`src/rtl/spr_pick_pkg.sv`:
```
`timescale 1ns/1ps
package spr_pick_pkg;
    localparam int HPOS_W = 9;
    localparam int VPOS_W = 8;
    localparam int PAL_W  = 3;
    localparam int TILE_W = 10;
    localparam int BPP    = 3;
    localparam int WORD_W = 16;
    localparam int WSEL_W = $clog2(WORD_W);
    localparam int COL_W  = PAL_W + BPP;

    // Field order is the bit layout of the 32-bit attribute, MSB first
    typedef struct packed {
        logic              hflip;
        logic              vflip;
        logic [HPOS_W-1:0] hpos;
        logic [VPOS_W-1:0] vpos;
        logic [PAL_W-1:0]  pal;
        logic [TILE_W-1:0] tile;
    } spr_attr_t;

    typedef enum logic [3:0] {
        ST_IDLE,
        ST_RD_HI,
        ST_RD_LO,
        ST_CHECK,
        ST_RD_PIX0,
        ST_RD_PIX1,
        ST_MERGE,
        ST_NEXT,
        ST_FINISH
    } scan_state_e;
endpackage

```
`src/rtl/spr_geom.sv`:
```
`timescale 1ns/1ps
module spr_geom
    import spr_pick_pkg::*;
#(
    parameter int X_W      = 9,
    parameter int Y_W      = 8,
    parameter int SPR_DIM  = 16,
    parameter int POS_BIAS = 16,
    parameter int TADDR_W  = 16
) (
    input  logic [X_W-1:0]    cur_x_i,
    input  logic [Y_W-1:0]    cur_y_i,
    input  logic              hflip_i,
    input  logic              vflip_i,
    input  logic [HPOS_W-1:0] hpos_i,
    input  logic [VPOS_W-1:0] vpos_i,
    input  logic [TILE_W-1:0] tile_i,
    output logic              covered_o,
    output logic [TADDR_W-1:0] word_addr_o,
    output logic [WSEL_W-1:0] bit_sel_o,
    output logic              straddle_o
);
    localparam int DX_W       = X_W + 2;
    localparam int DY_W       = Y_W + 2;
    localparam int LOC_W      = $clog2(SPR_DIM);
    localparam int BOFF_W     = $clog2(SPR_DIM * SPR_DIM * BPP);
    localparam int TILE_WORDS = SPR_DIM * SPR_DIM * BPP / WORD_W;
    localparam int WOFS_W     = BOFF_W - WSEL_W;

    logic [DX_W-1:0]    dx;
    logic [DY_W-1:0]    dy;
    logic               in_x, in_y;
    logic [LOC_W-1:0]   col, row;
    logic [2*LOC_W-1:0] pix_n;
    logic [BOFF_W-1:0]  boff;
    logic [WOFS_W-1:0]  word_ofs;

    // offset of the point inside the sprite box, unbiased positions
    always_comb begin
        dx = DX_W'(cur_x_i) - DX_W'(hpos_i) + DX_W'(POS_BIAS);
        dy = DY_W'(cur_y_i) - DY_W'(vpos_i) + DY_W'(POS_BIAS);
        in_x = !dx[DX_W-1] && (dx < DX_W'(SPR_DIM));
        in_y = !dy[DY_W-1] && (dy < DY_W'(SPR_DIM));
        covered_o = in_x && in_y;
    end

    // mirror and locate the pixel in the packed bit stream
    always_comb begin
        col = hflip_i ? (LOC_W'(SPR_DIM - 1) - dx[LOC_W-1:0]) : dx[LOC_W-1:0];
        row = vflip_i ? (LOC_W'(SPR_DIM - 1) - dy[LOC_W-1:0]) : dy[LOC_W-1:0];
        pix_n = {row, col};
        boff = BOFF_W'(pix_n) * BOFF_W'(BPP);
        word_ofs = boff[BOFF_W-1:WSEL_W];
        bit_sel_o = boff[WSEL_W-1:0];
        word_addr_o = TADDR_W'(tile_i) * TADDR_W'(TILE_WORDS) + TADDR_W'(word_ofs);
        straddle_o = bit_sel_o > WSEL_W'(WORD_W - BPP);
    end

    always_comb begin
        AST_WORD_IN_TILE: assert (!covered_o || (int'(word_ofs) < TILE_WORDS));
    end
endmodule

```
`src/rtl/spr_pix_extract.sv`:
```
`timescale 1ns/1ps
module spr_pix_extract
    import spr_pick_pkg::*;
(
    input  logic [WORD_W-1:0] first_i,
    input  logic [WORD_W-1:0] second_i,
    input  logic [WSEL_W-1:0] bit_sel_i,
    output logic [BPP-1:0]    pix_o
);
    localparam int CAT_W = 2 * WORD_W;
    localparam int SH_W  = $clog2(CAT_W) + 1;

    logic [CAT_W-1:0] cat;
    logic [SH_W-1:0]  sh;

    // stream runs from bit 15 of the first word into the second word
    always_comb begin
        cat = {first_i, second_i};
        sh  = SH_W'(CAT_W - BPP) - SH_W'(bit_sel_i);
        for (int k = 0; k < BPP; k++) begin
            pix_o[k] = cat[sh + SH_W'(k)];
        end
    end
endmodule

```
`src/rtl/spr_scan_fsm.sv`:
```
`timescale 1ns/1ps
module spr_scan_fsm
    import spr_pick_pkg::*;
#(
    parameter int NUM_SPR = 128,
    parameter int X_W     = 9,
    parameter int Y_W     = 8,
    parameter int TADDR_W = 16,
    parameter int AADDR_W = 8
) (
    input  logic               clk,
    input  logic               rst_n,
    input  logic               start_i,
    input  logic               fetch_en_i,
    input  logic [X_W-1:0]     pos_x_i,
    input  logic [Y_W-1:0]     pos_y_i,
    input  logic [WORD_W-1:0]  attr_rdata_i,
    input  logic [WORD_W-1:0]  tile_rdata_i,
    input  logic               covered_i,
    input  logic [TADDR_W-1:0] word_addr_i,
    input  logic               straddle_i,
    input  logic [BPP-1:0]     pix_i,
    output logic [AADDR_W-1:0] attr_addr_o,
    output logic [TADDR_W-1:0] tile_addr_o,
    output logic [X_W-1:0]     cur_x_o,
    output logic [Y_W-1:0]     cur_y_o,
    output spr_attr_t          attr_o,
    output logic [WORD_W-1:0]  word0_o,
    output logic [WORD_W-1:0]  word1_o,
    output logic               done_o,
    output logic               hit_o,
    output logic [COL_W-1:0]   color_o
);
    localparam int IDX_W = $clog2(NUM_SPR);
    localparam logic [IDX_W-1:0] LAST_IDX = IDX_W'(NUM_SPR - 1);

    scan_state_e       state_q, state_d;
    logic [IDX_W-1:0]  idx_q;
    logic              en_q;
    logic [WORD_W-1:0] hi_q, lo_q;
    logic              cand_hit;
    logic [COL_W-1:0]  cand_col;
    logic              res_hit;
    logic [COL_W-1:0]  res_col;

    always_ff @(posedge clk or negedge rst_n) begin
        if (!rst_n) state_q <= ST_IDLE;
        else        state_q <= state_d;
    end

    always_comb begin
        state_d = state_q;
        unique case (state_q)
            ST_IDLE:    if (start_i) state_d = fetch_en_i ? ST_RD_HI : ST_FINISH;
            ST_RD_HI:   state_d = ST_RD_LO;
            ST_RD_LO:   state_d = ST_CHECK;
            ST_CHECK:   state_d = covered_i ? ST_RD_PIX0 : ST_NEXT;
            ST_RD_PIX0: state_d = straddle_i ? ST_RD_PIX1 : ST_MERGE;
            ST_RD_PIX1: state_d = ST_MERGE;
            ST_MERGE:   state_d = ST_NEXT;
            ST_NEXT:    state_d = (idx_q == LAST_IDX) ? ST_FINISH : ST_RD_HI;
            ST_FINISH:  state_d = ST_IDLE;
            default:    state_d = ST_IDLE;
        endcase
    end

    always_ff @(posedge clk or negedge rst_n) begin
        if (!rst_n) begin
            idx_q    <= '0;
            en_q     <= 1'b0;
            cur_x_o  <= '0;
            cur_y_o  <= '0;
            hi_q     <= '0;
            lo_q     <= '0;
            word0_o  <= '0;
            word1_o  <= '0;
            cand_hit <= 1'b0;
            cand_col <= '0;
            res_hit  <= 1'b0;
            res_col  <= '0;
        end else begin
            unique case (state_q)
                ST_IDLE: if (start_i) begin
                    cur_x_o  <= pos_x_i;
                    cur_y_o  <= pos_y_i;
                    en_q     <= fetch_en_i;
                    idx_q    <= '0;
                    cand_hit <= 1'b0;
                    cand_col <= '0;
                    if (!fetch_en_i) begin
                        res_hit <= 1'b0;
                        res_col <= '0;
                    end
                end
                ST_RD_HI:   hi_q    <= attr_rdata_i;
                ST_RD_LO:   lo_q    <= attr_rdata_i;
                ST_RD_PIX0: word0_o <= tile_rdata_i;
                ST_RD_PIX1: word1_o <= tile_rdata_i;
                ST_MERGE: if (pix_i != '0) begin
                    cand_hit <= 1'b1;
                    cand_col <= {attr_o.pal, pix_i};
                end
                ST_NEXT: begin
                    if (idx_q == LAST_IDX) begin
                        res_hit <= cand_hit;
                        res_col <= cand_col;
                    end else begin
                        idx_q <= idx_q + 1'b1;
                    end
                end
                default: ;
            endcase
        end
    end

    always_comb begin
        attr_o      = spr_attr_t'({hi_q, lo_q});
        attr_addr_o = {idx_q, state_q == ST_RD_LO};
        tile_addr_o = word_addr_i + TADDR_W'(state_q == ST_RD_PIX1);
        done_o      = (state_q == ST_FINISH);
        hit_o       = res_hit;
        color_o     = res_col;
    end

    AST_DONE_PULSE: assert property (@(posedge clk) disable iff (!rst_n)
        done_o |=> !done_o);
    AST_RESULT_HELD: assert property (@(posedge clk) disable iff (!rst_n)
        (hit_o != $past(hit_o) || color_o != $past(color_o)) |-> done_o);
    AST_DISABLED_MISS: assert property (@(posedge clk) disable iff (!rst_n)
        (done_o && !en_q) |-> !hit_o);
    AST_TRANSPARENT_KEEP: assert property (@(posedge clk) disable iff (!rst_n)
        (state_q == ST_MERGE && pix_i == '0) |=> $stable(cand_hit) && $stable(cand_col));
    AST_SECOND_WORD_ONLY_ON_CROSS: assert property (@(posedge clk) disable iff (!rst_n)
        (state_q == ST_RD_PIX1) |-> ($past(state_q) == ST_RD_PIX0 && straddle_i));
    AST_INDEX_ASCENDS: assert property (@(posedge clk) disable iff (!rst_n)
        (state_q == ST_RD_HI && $past(state_q) == ST_NEXT) |-> (idx_q == $past(idx_q) + 1'b1));
endmodule

```
`src/rtl/spr_pick.sv`:
```
`timescale 1ns/1ps
module spr_pick
    import spr_pick_pkg::*;
#(
    parameter int NUM_SPR  = 128,
    parameter int SPR_DIM  = 16,
    parameter int POS_BIAS = 16,
    parameter int X_W      = 9,
    parameter int Y_W      = 8,
    parameter int TADDR_W  = 16
) (
    input  logic                           clk,
    input  logic                           rst_n,
    input  logic                           start_i,
    input  logic                           fetch_en_i,
    input  logic [X_W-1:0]                 pos_x_i,
    input  logic [Y_W-1:0]                 pos_y_i,
    output logic [$clog2(NUM_SPR*2)-1:0]   attr_addr_o,
    input  logic [15:0]                    attr_rdata_i,
    output logic [TADDR_W-1:0]             tile_addr_o,
    input  logic [15:0]                    tile_rdata_i,
    output logic                           done_o,
    output logic                           hit_o,
    output logic [5:0]                     color_o
);
    localparam int AADDR_W = $clog2(NUM_SPR * 2);

    logic [X_W-1:0]     cur_x;
    logic [Y_W-1:0]     cur_y;
    spr_attr_t          attr;
    logic               covered;
    logic [TADDR_W-1:0] word_addr;
    logic [WSEL_W-1:0]  bit_sel;
    logic               straddle;
    logic [WORD_W-1:0]  word0, word1;
    logic [BPP-1:0]     pix;

    spr_scan_fsm #(
        .NUM_SPR (NUM_SPR),
        .X_W     (X_W),
        .Y_W     (Y_W),
        .TADDR_W (TADDR_W),
        .AADDR_W (AADDR_W)
    ) u_fsm (
        .clk          (clk),
        .rst_n        (rst_n),
        .start_i      (start_i),
        .fetch_en_i   (fetch_en_i),
        .pos_x_i      (pos_x_i),
        .pos_y_i      (pos_y_i),
        .attr_rdata_i (attr_rdata_i),
        .tile_rdata_i (tile_rdata_i),
        .covered_i    (covered),
        .word_addr_i  (word_addr),
        .straddle_i   (straddle),
        .pix_i        (pix),
        .attr_addr_o  (attr_addr_o),
        .tile_addr_o  (tile_addr_o),
        .cur_x_o      (cur_x),
        .cur_y_o      (cur_y),
        .attr_o       (attr),
        .word0_o      (word0),
        .word1_o      (word1),
        .done_o       (done_o),
        .hit_o        (hit_o),
        .color_o      (color_o)
    );

    spr_geom #(
        .X_W      (X_W),
        .Y_W      (Y_W),
        .SPR_DIM  (SPR_DIM),
        .POS_BIAS (POS_BIAS),
        .TADDR_W  (TADDR_W)
    ) u_geom (
        .cur_x_i     (cur_x),
        .cur_y_i     (cur_y),
        .hflip_i     (attr.hflip),
        .vflip_i     (attr.vflip),
        .hpos_i      (attr.hpos),
        .vpos_i      (attr.vpos),
        .tile_i      (attr.tile),
        .covered_o   (covered),
        .word_addr_o (word_addr),
        .bit_sel_o   (bit_sel),
        .straddle_o  (straddle)
    );

    spr_pix_extract u_extract (
        .first_i   (word0),
        .second_i  (word1),
        .bit_sel_i (bit_sel),
        .pix_o     (pix)
    );
endmodule

```
`config.mk`:
```
export PLATFORM = sky130hd
export DESIGN_NAME = spr_pick
export DESIGN_NICKNAME = d
export VERILOG_FILES = /design/src/rtl/spr_pick_pkg.sv /design/src/rtl/spr_geom.sv /design/src/rtl/spr_pix_extract.sv /design/src/rtl/spr_scan_fsm.sv /design/src/rtl/spr_pick.sv
export SDC_FILE = /design/constraint.sdc
export NUM_CORES = 1
export LEC_CHECK = 0
export ABC_AREA = 1
export BUFFER_PORTS_ARGS = -buffer_cell sky130_fd_sc_hd__buf_2
export CAP_MARGIN = 10
export CORE_UTILIZATION = 54
export DETAILED_ROUTE_END_ITERATION = 8
export PLACE_DENSITY = 0.82
export REMOVE_ABC_BUFFERS = 1
export SYNTH_ARGS = -nofsm -noshare
export SYNTH_HDL_FRONTEND = slang
export SYNTH_SLANG_ARGS = --single-unit
```
`constraint.sdc`:
```
create_clock -name clk -period 4 [get_ports clk]
set_input_delay 0.4 -clock clk [delete_from_list [all_inputs] [get_ports clk]]
set_output_delay 0.4 -clock clk [all_outputs]
set_load 0.05 [all_outputs]
```
== Word level (Yosys, flattened, before mapping) ==
Index checks and enable logic that the tools add are counted.
Operators by class
  order comparisons: 6
  multiplexer cells: 31
  $mul: 2
  equality and inequality tests: 14
  add/sub/neg operators: 12
  reduce and logical (&&, ||, !) cells: 13
Operator list (count)
  $pmux W4 S8: 1
  $mux W6: 5
  $pmux W6 S2: 2
  $mux W4: 5
  $lt A6 B6 Y1 const B: 3
  $add A16 B1 Y16: 1
  $add A16 B6 Y16: 1
  $eq A4 B3 Y1 const B: 4
  $bmux W1 S5: 3
  $mux W7: 2
  $pmux W7 S2: 1
  $mul A10 B2 Y12 const B: 1
  $add A11 B5 Y11 const B: 1
  $lt A11 B5 Y1 const B: 1
  $add A10 B5 Y10 const B: 1
  $lt A10 B5 Y1 const B: 1
  $mul A8 B2 Y10 const B: 1
  $sub A9 B9 Y10: 1
  $sub A8 B8 Y9: 1
  $eq A4 B2 Y1 const B: 2
  $mux W1: 8
  $sub A4 B4 Y4 const A: 2
  $add A7 B1 Y7 const B: 1
  $eq A7 B7 Y1 const B: 1
  18 further kinds: 28
Storage, ports and cells
  bits of input ports: 53
  register bits: 106
  word-level logic and storage cells: 90

== Logic depth before layout (Yosys ltp) ==
Gate-level depths: netlist (run 1).
  word-level depth: 12
  mapped depth: 25

== Hierarchy ==
A second synthesis (run 1) with hierarchy kept.
Second synthesis, totals
  cell total of the unflattened synthesis: 1167
  area, all modules: 8029.0 µm²
By module, submodules not included
  spr_scan_fsm: cells each 543, area each 4678.2 µm², sequential area each 2652.5 µm², times used 1
  spr_geom: cells each 395, area each 2283.4 µm², sequential area each 0.0 µm², times used 1
  spr_pix_extract: cells each 229, area each 1067.3 µm², sequential area each 0.0 µm², times used 1

== Worst setup path before layout (run 1) ==
Ideal clock, no wire load.
  kind: reg2out
  start: register u_fsm.hi_q[5]
  end: output tile_addr_o[11]
  required time: 3600 ps
  buffers on the path: 0
  stages on the path, launching flop included: 17
  path slack: -652 ps
  arrival: 4252 ps
  path through: dfrtp_1 > ha_1 > fa_1 > xnor2_2 > ha_1 > inv_1 > fa_1 > inv_1 > nand4_1 > nand3_1 > a21o_1 > ha_1 > a21oi_1 > or2_2 > nand2_1 > nand2_1 > xor2_1
Between the ends
  longest elaborated chain between the ends: 7
RTL lines
  start, declared: line spr_scan_fsm.sv:40  | logic [WORD_W-1:0] hi_q, lo_q;
  start signal, assigned: line spr_scan_fsm.sv:95  | ST_RD_HI: hi_q <= attr_rdata_i;
  $sub A9 B9 Y10 *: line spr_geom.sv:40  | dx = DX_W'(cur_x_i) - DX_W'(hpos_i) + DX_W'(POS_BIAS);
  $add A11 B5 Y11 *: line spr_geom.sv:40
  $sub A4 B4 Y4: line spr_geom.sv:49  | col = hflip_i ? (LOC_W'(SPR_DIM - 1) - dx[LOC_W-1:0]) : dx[LOC_W-1:0];
  $mux W4 *: line spr_geom.sv:49
  $mul A8 B2 Y10 *: line spr_geom.sv:52  | boff = BOFF_W'(pix_n) * BOFF_W'(BPP);
  $add A16 B6 Y16 *: line spr_geom.sv:55  | word_addr_o = TADDR_W'(tile_i) * TADDR_W'(TILE_WORDS) + TADDR_W'(word_ofs);
  $add A16 B1 Y16 *: line spr_scan_fsm.sv:119  | tile_addr_o = word_addr_i + TADDR_W'(state_q == ST_RD_PIX1);
  end, declared: line spr_pick.sv:20  | output logic [TADDR_W-1:0] tile_addr_o,
Every way passes the cells marked *; elsewhere a longest branch is shown, timed or not.

== Final worst setup path (run 1) ==
  start: register u_fsm.hi_q[5]
  end: output tile_addr_o[6]
The elaborated chain is that of the path after synthesis.

==> results of run 1 <==
-- per-stage QoR --
stage | instance area (um2) | TNS, ns
finish | 8820 | -2.25
floorplan | 7360 | -3.78
global route | 8820 | -4.85
detailed placement | 8170 | -1.30
CTS | 8620 | -3.48
global placement | 8170 | -0.0658
-- critical path, delay by kind of cell, from the launching register on --
kind            cells  cell delay (ns)
compound gates      2             0.49
xor+xnor            3             0.47
fa+ha+maj           5             1.54
buf+inv             4             0.44
flops               1             0.39
simple gates        3             0.19
-- metal layers --
layer  GRT usage [%]  up-vias  wire length (um)
met5               0        -                 0
met4            6.80        0               310
met3            4.33       27               818
met2            43.8      175              8710
met1            32.5     3213              7700
li1                -     3551                 -
-- worst paths after layout --
kind | end | from | depth (start not counted)
max in group asynchronous | u_fsm.hi_q[2]$_DFFE_PN0P_ | rst_n | 2
min | u_fsm.word1_o[14]$_DFFE_PN0P_ | rst_n | 1
max | tile_addr_o[6] | u_fsm.hi_q[5]$_DFFE_PN0P_ | 17
max reg2reg | u_fsm.cand_col[3]$_DFFE_PN0P_ | u_fsm.hi_q[5]$_DFFE_PN0P_ | 22
min reg2reg | u_fsm.cur_x_o[8]$_DFFE_PN0P_ | u_fsm.cur_x_o[8]$_DFFE_PN0P_ | 2
min in group clk | u_fsm.cur_x_o[7]$_DFFE_PN0P_ | pos_x_i[7] | 3
-- state kept, by name, indices dropped and copies added, names as in the netlist --
name,count
u_fsm.hi_q,16
u_fsm.lo_q,16
u_fsm.word0_o,16
u_fsm.word1_o,16
u_fsm.cur_x_o,9
u_fsm.cur_y_o,8
u_fsm.idx_q,7
u_fsm.cand_col,6
u_fsm.color_o,6
u_fsm.state_q,4
u_fsm.cand_hit,1
u_fsm.hit_o,1
-- area by class of cell --
class | instances | area [um2] | area share (%)
Multi-Input combinational cell | 756 | 4260 | 48.4
Sequential cell | 106 | 2650 | 30.1
Timing Repair Buffer | 114 | 717 | 8.13
Inverter | 175 | 657 | 7.45
Clock buffer | 13 | 260 | 2.95
Tap cell | 176 | 220 | 2.50
Clock inverter | 3 | 46.3 | 0.525
-- synthesized netlist by cell type, types with 2 or more instances --
master      n  area share [%]
nand2_1   326              16
nor2_2      3            0.25
or2_0       2            0.17
buf_6       5            0.75
nor3_1      3            0.20
nand3_1   123             8.2
inv_1     163             8.2
nand4_1    11            0.92
dfrtp_1   106              35
inv_2      11            0.55
nand3b_1    7            0.70
nand2_4     3            0.45
nor2_4      4            0.60
nand2_2     6            0.50
nor3_2      2            0.27
a21oi_1    30             2.0
nor2_1     43             2.2
ha_1       46             7.7
o21ai_0    77             5.1
a21o_1      3            0.30
o21ai_1     9            0.60
or2_2       2            0.17
buf_2       3            0.20
clkbuf_1   15            0.75
o21bai_1    3            0.30
xor2_1     24             2.8
fa_1        4             1.1
o211ai_1    5            0.50
xnor2_1     6            0.70
or2_1       3            0.25
xor2_2      2            0.43
-- repair_timing --
item | in CTS | in global routing
hold buffers | 0 | 0
endpoints found under the setup margin | 14 | 15
pin swaps | 12 | 15
gates resized for setup | 33 | 41
buffers inserted | 2 | 5
-- kinds of logic (layout without fill, tap and decap cells) --
family                   count (synthesis)  after routing  share of synthesized area (%)
AND/OR/NAND/NOR                        541            541                           31.5
buffers and inverters                  200            305                           10.6
AO/OA/AOI/OAI                          132            132                           9.65
flip-flops                             106            106                           35.4
adder cells (fa/ha/maj)                 50             50                           8.75
XOR/XNOR                                33             33                           4.16
==> flow_metrics.py, run 1 <==
metrics = {
    "worst_setup_path": {
        "worstPathArrival_ns": 3.87,
        "critPathKind": "reg -> out",
        "crit_top_cell": "ha_2",
        "path_cells": "ha_2 > fa_2 > xnor2_2 > ha_2 > inv_1 > fa_2 > inv_2 > nand2_2 > a21oi_2 > nor2_1 > xor2_1 > inv_1 > ha_2 > nand2_4 > o31ai_4 > xor2_1 > buf_4",
        "critical_path.slowest_cell": "fa_2",
        "worst_ep_required_time_ns": 3.60,
        "r2r_slack_ns": 0.21,
        "end_kind": "primary output",
        "critPathMaxStageDelay_ns": 0.57,
        "worstSetupStartpointType": "register",
        "crit_fanout": 7,
    },
    "synth": {
        "ys_ff_latch": 106,
        "synth_edf_count": 0,
        "syn-instance-count": 1062,
        "ys_seq_area_share_pct": 35.4,
        "avgSynthCellArea_um2": 7.06,
        "async_reset_ff_share_pct": 100,
        "ys_warn_count": 0,
        "ys.flop_type": "dfrtp_1",
        "synthesis.area_um2": 7500,
        "yosys.cell_types.count": 43,
    },
    "cells_and_area": {
        "syn2layout_area_growth_pct": 17.6,
        "drive_gt1_share_pct": 18.0,
        "fillerInstances": 1152,
        "final_cell_mix": "nand2_1, inv_1, nand3_1",
        "fin_util_pct": 65.8,
        "final_nets": 1265,
        "layoutNonFillerInstCount": 1343,
        "antenna_cells": 0,
        "final_common_cell": "nand2_1",
    },
    "sta": {
        "skew_ns": 0.00564,
        "worst_hold_slack_ns": 0.0182,
        "fin_ws_ns": -0.272,
        "fmax_ghz": 0.234,
        "finalSetupViolCount": 13,
        "slew_headroom_pct": 28.4,
        "finalCriticalPeriod_ns": 4.27,
        "min_period_over_period_pct": 107,
        "drv_slew": 0,
        "tightest_slew_ns": 1.07,
        "rsz0062_at_grt": "true",
        "finalHoldViolCount": 0,
    },
    "floorplanning": {
        "top_level_ports": 85,
        "core_um2": 13400,
        "dieArea_um2": 14400,
        "die_h_um": 120,
        "fp.dieW_um": 120,
        "start_util_pct": 55.9,
        "rows": 42,
    },
    "cts": {
        "root_buffer": "clkbuf_16",
        "worstSkewPairLatency_ns": 0.35,
        "clockBufferDepth": 2,
        "clock-sinks": 106,
        "numCtsBuffers": 9,
        "tritoncts": "done",
        "cts_htree_levels": 3,
        "clk_pin_slew_ns": 0.07,
    },
    "run_status": {
        "outcome": "finished with violations",
        "violations": "negative setup slack",
    },
    "global_routing": {
        "grt_pass1_wl_um": 29300,
        "overflow": 0,
        "grt_usage_pct": 25.3,
        "antenna_found_initial": 0,
        "grt_max_degree": 44,
        "grt_pass1_vias": 6669,
    },
    "drt": {
        "wire_per_inst_um": 13.1,
        "dr.pass1.iters": 5,
        "route.vias.total": 6966,
        "routed_wirelength_um": 17500,
        "drtIter0Drc": 493,
        "via_per_inst": 5.19,
        "drc": 0,
        "antenna_left": 0,
    },
    "placement": {
        "port_buffers": 84,
        "dp_hpwl_um": 12800,
        "dp_slack_ns": -0.157,
        "gp_congestion": 0.944,
        "placed_cells": 1320,
    },
    "hold_path": {
        "min_path_type": "in -> async",
    },
    "flow_run": {
        "cap_violations": 0,
    },
}
Power of run 1 is left out: the tool's default activity adds up to more than one toggle a clock period on the data nets, which glitch-free logic cannot reach.
==> inputs of run 2 (changes only) <==
--- a/config.mk
+++ b/config.mk
@@ -8,9 +8,11 @@
 export ABC_AREA = 1
 export BUFFER_PORTS_ARGS = -buffer_cell sky130_fd_sc_hd__buf_2
 export CAP_MARGIN = 10
-export CORE_UTILIZATION = 54
+export CELL_PAD_IN_SITES_DETAIL_PLACEMENT = 1
+export CELL_PAD_IN_SITES_GLOBAL_PLACEMENT = 2
+export CORE_UTILIZATION = 30
 export DETAILED_ROUTE_END_ITERATION = 8
-export PLACE_DENSITY = 0.82
+export PLACE_DENSITY = 0.81
 export REMOVE_ABC_BUFFERS = 1
 export SYNTH_ARGS = -nofsm -noshare
 export SYNTH_HDL_FRONTEND = slang
==> flow_metrics.py, run 2 (synthesis results as in run 1) <==
metrics = {
    "sta": {
        "skew_ns": 0.00928,
        "tightest_slew_ns": 1.07,
        "min_period_over_period_pct": 107,
        "fmax_ghz": 0.234,
        "drv_slew": 0,
        "setup_tns_ns": -2.80,
        "slew_headroom_pct": 28.5,
        "rsz0062_at_grt": "true",
        "fin_ws_ns": -0.266,
        "finalCriticalPeriod_ns": 4.27,
        "finalHoldViolCount": 0,
        "finalSetupViolCount": 14,
    },
    "worst_setup_path": {
        "cp-endpoint": "tile_addr_o[6]",
        "rr_worst_depth": 18,
        "r2r_slack_ns": 0.20,
        "reg2reg_from": "u_fsm.hi_q[5]$_DFFE_PN0P_",
        "worstSetupStartpointType": "register",
        "crit_fanout": 7,
        "end_kind": "primary output",
        "cp-startpoint": "u_fsm.hi_q[5]$_DFFE_PN0P_",
        "worst_ep_required_time_ns": 3.60,
        "worstPathArrival_ns": 3.87,
        "r2r_end": "u_fsm.cand_col[4]$_DFFE_PN0P_",
        "critPathKind": "reg -> out",
    },
    "hold_path": {
        "min_path_type": "in -> async",
    },
    "cts": {
        "tritoncts": "done",
        "worstSkewPairLatency_ns": 0.36,
        "clockBufferDepth": 2,
        "cts-hold-fix-buffers": 0,
        "root_buffer": "clkbuf_16",
        "clock-sinks": 106,
        "clk_pin_slew_ns": 0.08,
        "numCtsBuffers": 9,
        "cts_htree_levels": 3,
    },
    "floorplanning": {
        "die_h_um": 160,
        "fp.dieW_um": 160,
        "dieArea_um2": 25600,
        "start_util_pct": 30.7,
        "top_level_ports": 85,
        "rows": 57,
        "core_um2": 24400,
    },
    "drt": {
        "via_per_inst": 4.65,
        "drc": 0,
        "dr.pass1.iters": 4,
        "wire_per_inst_um": 14.4,
        "antenna_left": 0,
        "drtIter0Drc": 272,
        "route.vias.total": 7049,
        "routed_wirelength_um": 21900,
    },
    "global_routing": {
        "antenna_found_initial": 0,
        "grt_usage_pct": 17.6,
        "overflow": 0,
        "grt_pass1_wl_um": 36300,
        "grt_max_degree": 79,
        "grt_pass1_vias": 7349,
    },
    "flow_run": {
        "cap_violations": 0,
    },
    "cells_and_area": {
        "drive_gt1_share_pct": 21.5,
        "antenna_cells": 0,
        "final_nets": 1291,
        "final_common_cell": "nand2_1",
        "syn2layout_area_growth_pct": 25.1,
        "fin_util_pct": 38.5,
        "final_area_um2": 9380,
        "layoutNonFillerInstCount": 1517,
        "final_cell_mix": "nand2_1, inv_1, nand3_1",
    },
    "run_status": {
        "violations": "negative setup slack",
        "outcome": "finished with violations",
    },
    "placement": {
        "gp_congestion": 0.830,
        "port_buffers": 84,
        "placed_area_um2": 8460,
        "placed_cells": 1481,
        "dp_hpwl_um": 16300,
    },
}
## run 2: cell types whose count changed in the layout (fill, tap and decap cells not counted), moves of 4 or more
cell	delta
buf_6	+7
ha_1	-4
buf_4	+19
inv_2	+5
ha_4	+5
inv_1	-7
## run 2: how the worst min path moves through the flow
stage                                                to  cells past startpoint
after global routing       u_fsm.cur_x_o[5]$_DFFE_PN0P_                      3
after detailed placement  u_fsm.cand_col[1]$_DFFE_PN0P_                      2
final                      u_fsm.word1_o[8]$_DFFE_PN0P_                      1
after CTS                  u_fsm.cur_x_o[5]$_DFFE_PN0P_                      3
after floorplan           u_fsm.cand_col[0]$_DFFE_PN0P_                      0
after global placement       u_fsm.cand_hit$_DFFE_PN0P_                      2
## run 2: routing by layer
| layer | global-route usage (%) | vias to the layer above | wire length (um) |
|---|---|---|---|
| met5 | 0 | - | 0 |
| met4 | 5.45 | 0 | 325 |
| met3 | 1.87 | 22 | 515 |
| met2 | 30.3 | 72 | 10800 |
| met1 | 22.9 | 3347 | 10300 |
| li1 | - | 3608 | - |
## run 2: what timing repair did
action	CTS	global route
pin swaps	13	32
endpoints found under the setup margin	14	22
gates resized for setup	48	63
buffers inserted	7	17
## run 2: through the flow
step	setup slack (ns)	hold slack, ns
floorplan	-0.652	0.104
global placement	-0.0761	0.459
detailed placement	-0.172	0.464
CTS	-0.272	0.220
global route	-0.494	0.233
finish	-0.266	0.214
## run 2: worst max-delay path, stage by stage (launching register included)
cell     delay [ns]
dfrtp_1        0.41
ha_4           0.18
fa_2           0.56
xnor2_2        0.14
ha_2           0.23
inv_2          0.04
fa_2           0.35
inv_2          0.10
nand2_2        0.07
a21oi_2        0.12
nor2_1         0.07
xor2_1         0.14
inv_1          0.12
ha_4           0.16
nand2_4        0.07
o31ai_4        0.37
xor2_1         0.18
buf_4          0.21
## run 2: area by class of cell
type	count	area (um2)
timing repair buffer	140	938
clock inverter	7	85.1
fill	3087	15000
clock buffer	9	225
multi-input combinational	756	4410
inverter	175	662
sequential	106	2650
tap	324	405
Power of run 2 is left out for the same reason.
==> inputs of run 3 (changes only) <==
--- a/config.mk
+++ b/config.mk
@@ -10,6 +10,7 @@
 export CAP_MARGIN = 10
 export CELL_PAD_IN_SITES_DETAIL_PLACEMENT = 1
 export CELL_PAD_IN_SITES_GLOBAL_PLACEMENT = 2
+export CORE_MARGIN = 3
 export CORE_UTILIZATION = 30
 export DETAILED_ROUTE_END_ITERATION = 8
 export PLACE_DENSITY = 0.81
==> flow_metrics.py, run 3 (synthesis results as in run 1) <==
metrics = {
    "run_status": {
        "outcome": "finished with violations",
        "violations": "negative hold slack, negative setup slack",
    },
    "sta": {
        "rsz0062_at_grt": "true",
        "finalHoldViolCount": 1,
        "skew_ns": 0.0116,
        "finalCriticalPeriod_ns": 4.33,
        "worst_hold_slack_ns": -0.000687,
        "finalSetupViolCount": 14,
        "tightest_slew_ns": 1.12,
        "fin_ws_ns": -0.330,
        "slew_headroom_pct": 25.4,
        "min_period_over_period_pct": 108,
        "drv_slew": 0,
        "fmax_ghz": 0.231,
    },
    "cts": {
        "clockBufferDepth": 2,
        "root_buffer": "clkbuf_16",
        "clock-sinks": 106,
        "clk_pin_slew_ns": 0.08,
        "worstSkewPairLatency_ns": 0.37,
        "tritoncts": "done",
        "cts_htree_levels": 3,
        "numCtsBuffers": 9,
    },
    "worst_setup_path": {
        "r2r_slack_ns": 0.21,
        "worstSetupStartpointType": "register",
        "r2r_end": "u_fsm.cand_col[0]$_DFFE_PN0P_",
        "reg2reg_from": "u_fsm.hi_q[5]$_DFFE_PN0P_",
        "path_delay_family": "adder cells",
        "rr_worst_depth": 21,
        "path_depth": 18,
        "critPathMaxStageDelay_ns": 0.62,
        "critPathBufInv": 7,
        "worstPathArrival_ns": 3.93,
        "critical_path.slowest_cell": "fa_2",
        "crit_top_cell": "buf_4",
        "end_kind": "primary output",
        "worst_ep_required_time_ns": 3.60,
        "path_cells": "ha_4 > fa_2 > xnor2_4 > ha_4 > nand2_1 > inv_2 > nand4_1 > buf_4 > buf_4 > buf_4 > buf_4 > nand4_1 > nand2_2 > inv_2 > nand2_4 > o31ai_4 > xor2_1 > buf_4",
        "crit_fanout": 7,
        "critPathKind": "reg -> out",
    },
    "drt": {
        "wire_per_inst_um": 14.5,
        "dr.pass1.iters": 4,
        "drtIter0Drc": 295,
        "drc": 0,
        "via_per_inst": 4.63,
        "route.vias.total": 7037,
        "routed_wirelength_um": 22000,
        "antenna_left": 0,
    },
    "placement": {
        "gp_congestion": 0.842,
        "placed_cells": 1484,
        "port_buffers": 84,
        "dp_hpwl_um": 16700,
        "placed_area_um2": 8480,
    },
    "global_routing": {
        "use_met3_pct": 1.87,
        "overflow": 0,
        "grt_pass1_vias": 7333,
        "grt_pass1_wl_um": 36600,
        "use_met1_pct": 23.0,
        "grt_max_degree": 38,
        "antenna_found_initial": 0,
        "grt.busiest_layer": "met2",
        "grt_usage_pct": 16.9,
        "grtUsageMet2_pct": 28.6,
    },
    "floorplanning": {
        "rows": 57,
        "core_um2": 24500,
        "top_level_ports": 85,
        "dieArea_um2": 26900,
        "die_h_um": 164,
        "fp.dieW_um": 164,
        "start_util_pct": 30.6,
    },
    "flow_run": {
        "cap_violations": 0,
    },
    "cells_and_area": {
        "layoutNonFillerInstCount": 1519,
        "syn2layout_area_growth_pct": 24.7,
        "fin_util_pct": 38.2,
        "final_common_cell": "nand2_1",
        "drive_gt1_share_pct": 21.6,
        "antenna_cells": 0,
        "final_cell_mix": "nand2_1, inv_1, nand3_1",
        "final_nets": 1293,
        "final_area_um2": 9350,
    },
    "hold_path": {
        "min_path_type": "in -> async",
    },
}
-- run 3: cell count changes in the layout (fill, tap and decap cells not counted), sizes merged --
| cell | previous run | this run |
|---|---|---|
| bufinv | 1 | 2 |
| nor2 | 50 | 51 |
| clkbuf | 9 | 10 |
| clkinvlp | 1 | 0 |
-- run 3: how the worst max path moves through the flow --
stage                 endpoint  slack (ns)                  startpoint
2_1_floorplan  tile_addr_o[11]       -0.65   u_fsm.hi_q[5]$_DFFE_PN0P_
5_1_grt         tile_addr_o[6]       -0.53  u_fsm.lo_q[13]$_DFFE_PN0P_
3_5_place_dp   tile_addr_o[11]       -0.19   u_fsm.hi_q[5]$_DFFE_PN0P_
6_report        tile_addr_o[6]       -0.33  u_fsm.lo_q[13]$_DFFE_PN0P_
4_1_cts         tile_addr_o[6]       -0.38   u_fsm.hi_q[5]$_DFFE_PN0P_
3_3_place_gp   tile_addr_o[11]      -0.009   u_fsm.hi_q[5]$_DFFE_PN0P_
-- run 3: metal layers --
| layer | vias to the layer above | wire (um) |
|---|---|---|
| li1 | 3613 | - |
| met1 | 3343 | 10600 |
| met2 | 69 | 10800 |
| met3 | 12 | 449 |
| met4 | 0 | 180 |
| met5 | - | 0 |
-- run 3: timing repair --
action | CTS | global route
hold buffers | 0 | 0
gates resized for setup | 63 | 33
setup endpoints to repair | 15 | 22
endpoints found under the hold margin | 0 | 0
setup buffers | 12 | 7
pin swaps | 28 | 27
cloned | 0 | 1
-- run 3: layout make-up --
| cell class | count | area (um2) |
|---|---|---|
| flip-flops and latches | 106 | 2650 |
| inverters | 175 | 657 |
| clock inverters | 7 | 108 |
| well taps | 324 | 405 |
| fillers | 3070 | 15100 |
| repair buffers | 141 | 918 |
| multi-input cells | 757 | 4380 |
| clock buffers | 9 | 225 |
-- run 3: per-stage QoR --
stage	TNS (ns)	setup WS (ns)
2_1_floorplan	-3.78	-0.652
3_3_place_gp	-0.00943	-0.00943
3_5_place_dp	-1.32	-0.195
4_1_cts	-3.60	-0.378
5_1_grt	-6.13	-0.531
6_report	-3.26	-0.330
Power of run 3 is left out for the same reason.
